--- config.mk ---
export PLATFORM = sky130hd
export DESIGN_NAME = l2_refill_engine
export DESIGN_NICKNAME = d
export VERILOG_FILES = /design/src/rtl/l2_refill_engine.sv
export SDC_FILE = /design/constraint.sdc
export NUM_CORES = 2
export LEC_CHECK = 0
export ABC_CLOCK_PERIOD_IN_PS = 13000
export BUFFER_PORTS_ARGS = -buffer_cell sky130_fd_sc_hd__buf_2
export CAP_MARGIN = 20
export CORE_AREA = 3 3 630 632
export DETAILED_ROUTE_END_ITERATION = 12
export DIE_AREA = 0 0 633 635
export PLACE_DENSITY_LB_ADDON = 0.1
export SYNTH_ARGS = -nofsm -noshare
export SYNTH_HDL_FRONTEND = slang
export SYNTH_SLANG_ARGS = --single-unit
--- constraint.sdc ---
create_clock -name clk -period 13 [get_ports clk]
set_input_delay 0 -clock clk [delete_from_list [all_inputs] [get_ports clk]]
set_output_delay 0 -clock clk [all_outputs]
set_load 0.05 [all_outputs]
--- src/rtl/l2_refill_engine.sv ---
module l2_refill_engine #(
  parameter int LINE_W = 12,
  parameter int SETS   = 4,
  parameter int WAYS   = 8,
  parameter int BEAT_W = 512
) (
  input  logic                      clk,
  input  logic                      rst_n,
  input  logic                      miss_valid,
  input  logic [LINE_W-1:0]         miss_line,
  output logic                      miss_ready,
  input  logic                      hit_valid,
  input  logic [LINE_W-1:0]         hit_line,
  output logic                      bus_req,
  input  logic                      bus_gnt,
  output logic [LINE_W-1:0]         bus_line,
  output logic                      bus_half,
  input  logic                      bus_rvalid,
  input  logic [BEAT_W-1:0]         bus_rdata,
  output logic                      fill_valid,
  output logic [LINE_W-1:0]         fill_line,
  output logic [$clog2(WAYS)-1:0]   fill_way,
  output logic                      fill_pref,
  output logic [2*BEAT_W-1:0]       fill_data
);
  localparam int SET_W = $clog2(SETS);
  localparam int WAY_W = $clog2(WAYS);
  localparam int TAG_W = LINE_W - SET_W;
  localparam logic [WAY_W-1:0] OLDEST = WAY_W'(WAYS - 1);

  typedef enum logic [1:0] {S_IDLE, S_REQ, S_WAIT} st_t;
  st_t st;

  logic [LINE_W-1:0] cur_line, pf_next, last_miss;
  logic              cur_half, cur_pref, last_ok;
  logic [1:0]        pf_left;
  logic [BEAT_W-1:0] lo_q;
  logic [TAG_W-1:0]  tag_q [SETS][WAYS];
  logic [WAYS-1:0]   vld_q [SETS];
  logic [WAY_W-1:0]  age_q [SETS][WAYS];
  logic [WAY_W-1:0]  age_d [SETS][WAYS];

  logic [SET_W-1:0]  cs, ps, hs;
  logic [WAY_W-1:0]  vway, hway;
  logic [WAYS-1:0]   lru_vec;
  logic              pf_hit, hit_found, hit_do, beat_done, install;

  assign cs = cur_line[SET_W-1:0];
  assign ps = pf_next[SET_W-1:0];
  assign hs = hit_line[SET_W-1:0];

  assign beat_done  = (st == S_WAIT) && bus_rvalid;
  assign install    = beat_done && cur_half;
  assign miss_ready = (st == S_IDLE);
  assign bus_req    = (st == S_REQ);
  assign bus_line   = cur_line;
  assign bus_half   = cur_half;
  assign fill_valid = install;
  assign fill_line  = cur_line;
  assign fill_way   = vway;
  assign fill_pref  = cur_pref;
  assign fill_data  = {bus_rdata, lo_q};

  always_comb begin
    vway = '0; hway = '0; pf_hit = 1'b0; hit_found = 1'b0; lru_vec = '0;
    for (int w = 0; w < WAYS; w++) begin
      lru_vec[w] = (age_q[cs][w] == OLDEST);
      if (lru_vec[w]) vway = WAY_W'(w);
      if (vld_q[ps][w] && tag_q[ps][w] == pf_next[LINE_W-1:SET_W]) pf_hit = 1'b1;
      if (vld_q[hs][w] && tag_q[hs][w] == hit_line[LINE_W-1:SET_W]) begin
        hit_found = 1'b1;
        hway = WAY_W'(w);
      end
    end
  end

  assign hit_do = hit_valid && hit_found && !(install && hs == cs);

  always_comb begin
    age_d = age_q;
    if (hit_do)
      for (int w = 0; w < WAYS; w++)
        if (WAY_W'(w) == hway) age_d[hs][w] = '0;
        else if (age_q[hs][w] < age_q[hs][hway]) age_d[hs][w] = age_q[hs][w] + 1'b1;
    if (install && !cur_pref)
      for (int w = 0; w < WAYS; w++)
        if (WAY_W'(w) == vway) age_d[cs][w] = '0;
        else if (age_q[cs][w] < age_q[cs][vway]) age_d[cs][w] = age_q[cs][w] + 1'b1;
  end

  always_ff @(posedge clk) begin
    if (!rst_n) begin
      st <= S_IDLE;
      cur_line <= '0; cur_half <= 1'b0; cur_pref <= 1'b0;
      pf_next <= '0; pf_left <= '0; last_miss <= '0; last_ok <= 1'b0;
      lo_q <= '0;
      for (int s = 0; s < SETS; s++) begin
        vld_q[s] <= '0;
        for (int w = 0; w < WAYS; w++) begin
          tag_q[s][w] <= '0;
          age_q[s][w] <= WAY_W'(w);
        end
      end
    end else begin
      age_q <= age_d;
      if (install) begin
        tag_q[cs][vway] <= cur_line[LINE_W-1:SET_W];
        vld_q[cs][vway] <= 1'b1;
      end
      case (st)
        S_IDLE:
          if (miss_valid) begin
            cur_line <= miss_line; cur_half <= 1'b0; cur_pref <= 1'b0;
            st <= S_REQ;
            last_miss <= miss_line; last_ok <= 1'b1;
            if (last_ok && miss_line == last_miss + 1'b1) begin
              pf_next <= miss_line + 1'b1;
              pf_left <= 2'd2;
            end else pf_left <= '0;
          end else if (pf_left != 0) begin
            if (pf_hit) begin
              pf_next <= pf_next + 1'b1;
              pf_left <= pf_left - 1'b1;
            end else begin
              cur_line <= pf_next; cur_half <= 1'b0; cur_pref <= 1'b1;
              st <= S_REQ;
            end
          end
        S_REQ:
          if (bus_gnt) st <= S_WAIT;
        S_WAIT:
          if (bus_rvalid) begin
            if (!cur_half) begin
              lo_q <= bus_rdata;
              if (cur_pref && miss_valid) st <= S_IDLE;
              else begin
                cur_half <= 1'b1;
                st <= S_REQ;
              end
            end else begin
              st <= S_IDLE;
              if (cur_pref) begin
                pf_next <= pf_next + 1'b1;
                pf_left <= pf_left - 1'b1;
              end
            end
          end
        default: st <= S_IDLE;
      endcase
    end
  end

  p_req_hold_r3: assert property (@(posedge clk) disable iff (!rst_n)
    bus_req && !bus_gnt |=> bus_req && $stable(bus_line) && $stable(bus_half));

  p_upper_after_beat_r1: assert property (@(posedge clk) disable iff (!rst_n)
    $rose(bus_req) && bus_half |-> $past(bus_rvalid));

  p_accept_issues_r11: assert property (@(posedge clk) disable iff (!rst_n)
    miss_valid && miss_ready |=> bus_req && !bus_half && bus_line == $past(miss_line));

  p_lru_unique_r4: assert property (@(posedge clk) disable iff (!rst_n)
    $onehot(lru_vec));

  p_fill_pulse_r2: assert property (@(posedge clk) disable iff (!rst_n)
    fill_valid |=> !fill_valid);
endmodule

==> flow_metrics.py <==
metrics = {
    "status": {
        "status": "completed",
    },
    "synth": {
        "syn_area_per_cell_um2": 9.27,
        "ys_async_sr_fraction": 0,
        "synth_top_area_share": 0.246,
        "synth_flop_cell": "dfxtp_1",
        "yosysUniqueCellTypes": 102,
        "syn_area_um2": 53200,
        "synth.cells.most_frequent": "nand2_1, a21oi_1, dfxtp_1",
        "post-synth-top-count-cell": "nand2_1",
        "synth-seq-area-share": 0.444,
        "synthCells": 5741,
        "synth_edf_count": 352,
        "yosysWarnings": 0,
        "syn_nets": 6326,
        "synth_area_leaders": "dfxtp_1, edfxtp_1, nand2_1",
        "yosys.area.top_type": "dfxtp_1",
        "ys_ff_latch": 1005,
    },
    "worst_setup_path": {
        "slowest_stage": "o21ai_0",
        "required_ns": 13.73,
        "critPathLaunchType": "register",
        "critPathTopFamily": "compound AO/OA/AOI/OAI gates",
        "path_class": "register to register",
        "cp-end-kind": "register",
        "cp_num_buf_inv": 4,
        "path_common_cell": "nand2_1",
        "reg2reg_to": "age_q[77]",
        "reg2reg_from": "bus_line[1]",
        "r2r_cells": 21,
        "crit_chain": "mux4_2 -> ha_1 -> ha_1 -> buf_4 -> inv_1 -> nand2_1 -> nand2_1 -> clkinv_1 -> nand2_1 -> nand3_1 -> a31oi_1 -> buf_4 -> ha_1 -> o21a_1 -> o21ai_0 -> nand2b_1 -> o21ai_0 -> nand2_1 -> a31o_2 -> o31a_1 -> a221o_1",
        "worst_path_largest_cell_delay_ns": 0.76,
        "r2r_setup_slack_ns": 6.50,
        "worstPathMaxFanout": 37,
        "arrival_ns": 7.23,
    },
    "floorplan": {
        "io_pins": 1598,
        "core_um2": 392000,
        "die_y_um": 635,
        "std_cell_rows": 230,
        "die_x_um": 633,
        "floorplan.die_area_um2": 402000,
        "start_util": 0.136,
    },
    "timing": {
        "fmax_mhz": 154,
        "rsz0062_at_grt": "no",
        "clock_skew_ns": 0.0679,
        "holdWs_ns": 0.0496,
        "fin_crit_sh": 0.500,
        "finalSetupViolCount": 0,
        "tightest_slew_ns": 1.30,
        "setup-tns-final_ns": 0,
        "finalHoldViolCount": 0,
        "final_max_slew_viol_count": 0,
        "setup_slack_ns": 6.50,
        "slew-limit-headroom": 0.135,
        "finalCriticalPeriod_ns": 6.50,
    },
    "power": {
        "power_density_nw_per_um2": 130,
        "ir_worst_vdd_mv": 0.0810,
        "p_total_w": 0.00994,
        "p_leak_nw": 30.1,
    },
    "cts": {
        "h-tree-depth": 4,
        "cts_buffers": 153,
        "post_cts_buffers": 0,
        "cts_root_buf": "clkbuf_16",
        "insertion_delay_ns": 0.89,
        "cts_tree": "built",
        "cts.sinks": 1005,
        "cts_resized": 0,
        "clock_path_buffers": 4,
        "clkTransAtPathRegs_ns": 0.06,
    },
    "routing": {
        "firstDrtPassIters": 6,
        "routed_wirelength_mm": 559,
        "avgViaCountPerCell": 4.19,
        "drc": 0,
        "drtIter0Drc": 5115,
        "vias": 54015,
        "ant_nets": 0,
        "post_drt_wl_per_cell_um": 43.3,
    },
    "hold_path": {
        "hp-start": "bus_rdata[78]",
        "hold_depth": 4,
        "hold_path_end": "lo_q[78]",
        "hold_path_class": "primary input to register",
    },
    "place": {
        "dp_hpwl_mm": 460,
        "dp.cells": 11714,
        "pre_cts_ws_ns": 6.24,
        "place_congestion": 1.00,
        "portBuffers": 1597,
    },
    "global_routing": {
        "grt_pass1_wl_mm": 681,
        "grt_pass1_vias": 53413,
        "overflow": 0,
        "grt_max_degree": 172,
        "antenna_found_initial": 157,
        "grt_use_total": 0.268,
    },
    "flow_run": {
        "drv_cap": 0,
    },
    "layout": {
        "area_delta_synth_final_pct": 43.9,
        "final_cells": 12890,
        "drive_gt1_frac": 0.294,
        "final_nets": 8071,
    },
}
how the worst max path moves through the flow:
stage	slack (ns)	cells after the start	endpoint	start
global route	6.18	21	age_q[77]	bus_line[1]
floorplan	6.34	23	age_q[77]	bus_line[1]
global placement	6.37	14	age_q[34]	hit_line[0]
finish	6.50	21	age_q[77]	bus_line[1]
CTS	6.58	14	register	register
detailed placement	6.24	14	age_q[58]	hit_line[0]
cells by family (layout without fill, tap and decap cells):
family	after synthesis	count (layout)	synth area share
fa+ha+maj	47	47	0.0109
flops	1005	1005	0.444
mux	279	279	0.0977
xor+xnor	202	202	0.0332
simple gates	2025	2025	0.170
other cells	0	65	0
compound gates	1172	1172	0.132
buf+inv	1011	2875	0.112
registers in the layout, summed over array words and instances, names as in the netlist, 12 cells and up, named ones only:
name and cells:
vld_q 32, pf_next 12, last_miss 12, bus_line 12, age_q 96, lo_q 512
tag_q 320
timing repair:
item                                    CTS  global route
endpoints found under the setup margin    0             0
hold endpoints to repair                612             0
hold buffers                            836             0
routing by layer:
metal  routed length, um  global-route usage  up-vias
met5                  80                   0        -
met3               46100              0.0836      755
met4               68600               0.261       12
li1                    -                   -    23260
met2              253000               0.431     2603
met1              191000               0.273    27385
area by class of cell:
type,instances,area [um2]
multi-input combinational,3725,23700
tap,5220,6530
timing repair buffer,2556,17400
fill,43774,315000
sequential,1005,23700
inverter,45,176
clock inverter,72,726
antenna,65,163
clock buffer,202,4250
cell usage in the layout, fill, tap and decap left out, drive strengths merged, types with 51 or more instances in the layout:
cell and count:
dlygate4sd3 836, o21ai 201, nand3 74, a21oi 659, dfxtp 653, nor2 203
clkbuf 202, xnor2 178, and2 126, mux4 188, and3 236, edfxtp 352
mux2i 74, diode 65, nand2 1210, inv 51, buf 1720
power breakdown:
part	total, W	switching, W	internal, W	leakage, nW
Combinational	0.00215	0.00160	0.000558	18.7
Sequential	0.00343	0.0000989	0.00333	8.91
Clock	0.00435	0.00186	0.00249	2.44
Total	0.00994	0.00355	0.00638	30.1
through the flow:
stage / utilization / instance area (um2)
floorplan: - / 53200
CTS: 0.195 / 76400
finish: 0.195 / 76600
global route: 0.195 / 76500
detailed placement: 0.161 / 63100
global placement: 0.161 / 63100
worst min-delay path, stage by stage:
cell and delay (ns):
dlygate4sd3_1 0.53, buf_2 0.17, nand2_1 0.07, a21oi_1 0.05
No activity file was read; power rests on OpenSTA's default activity.
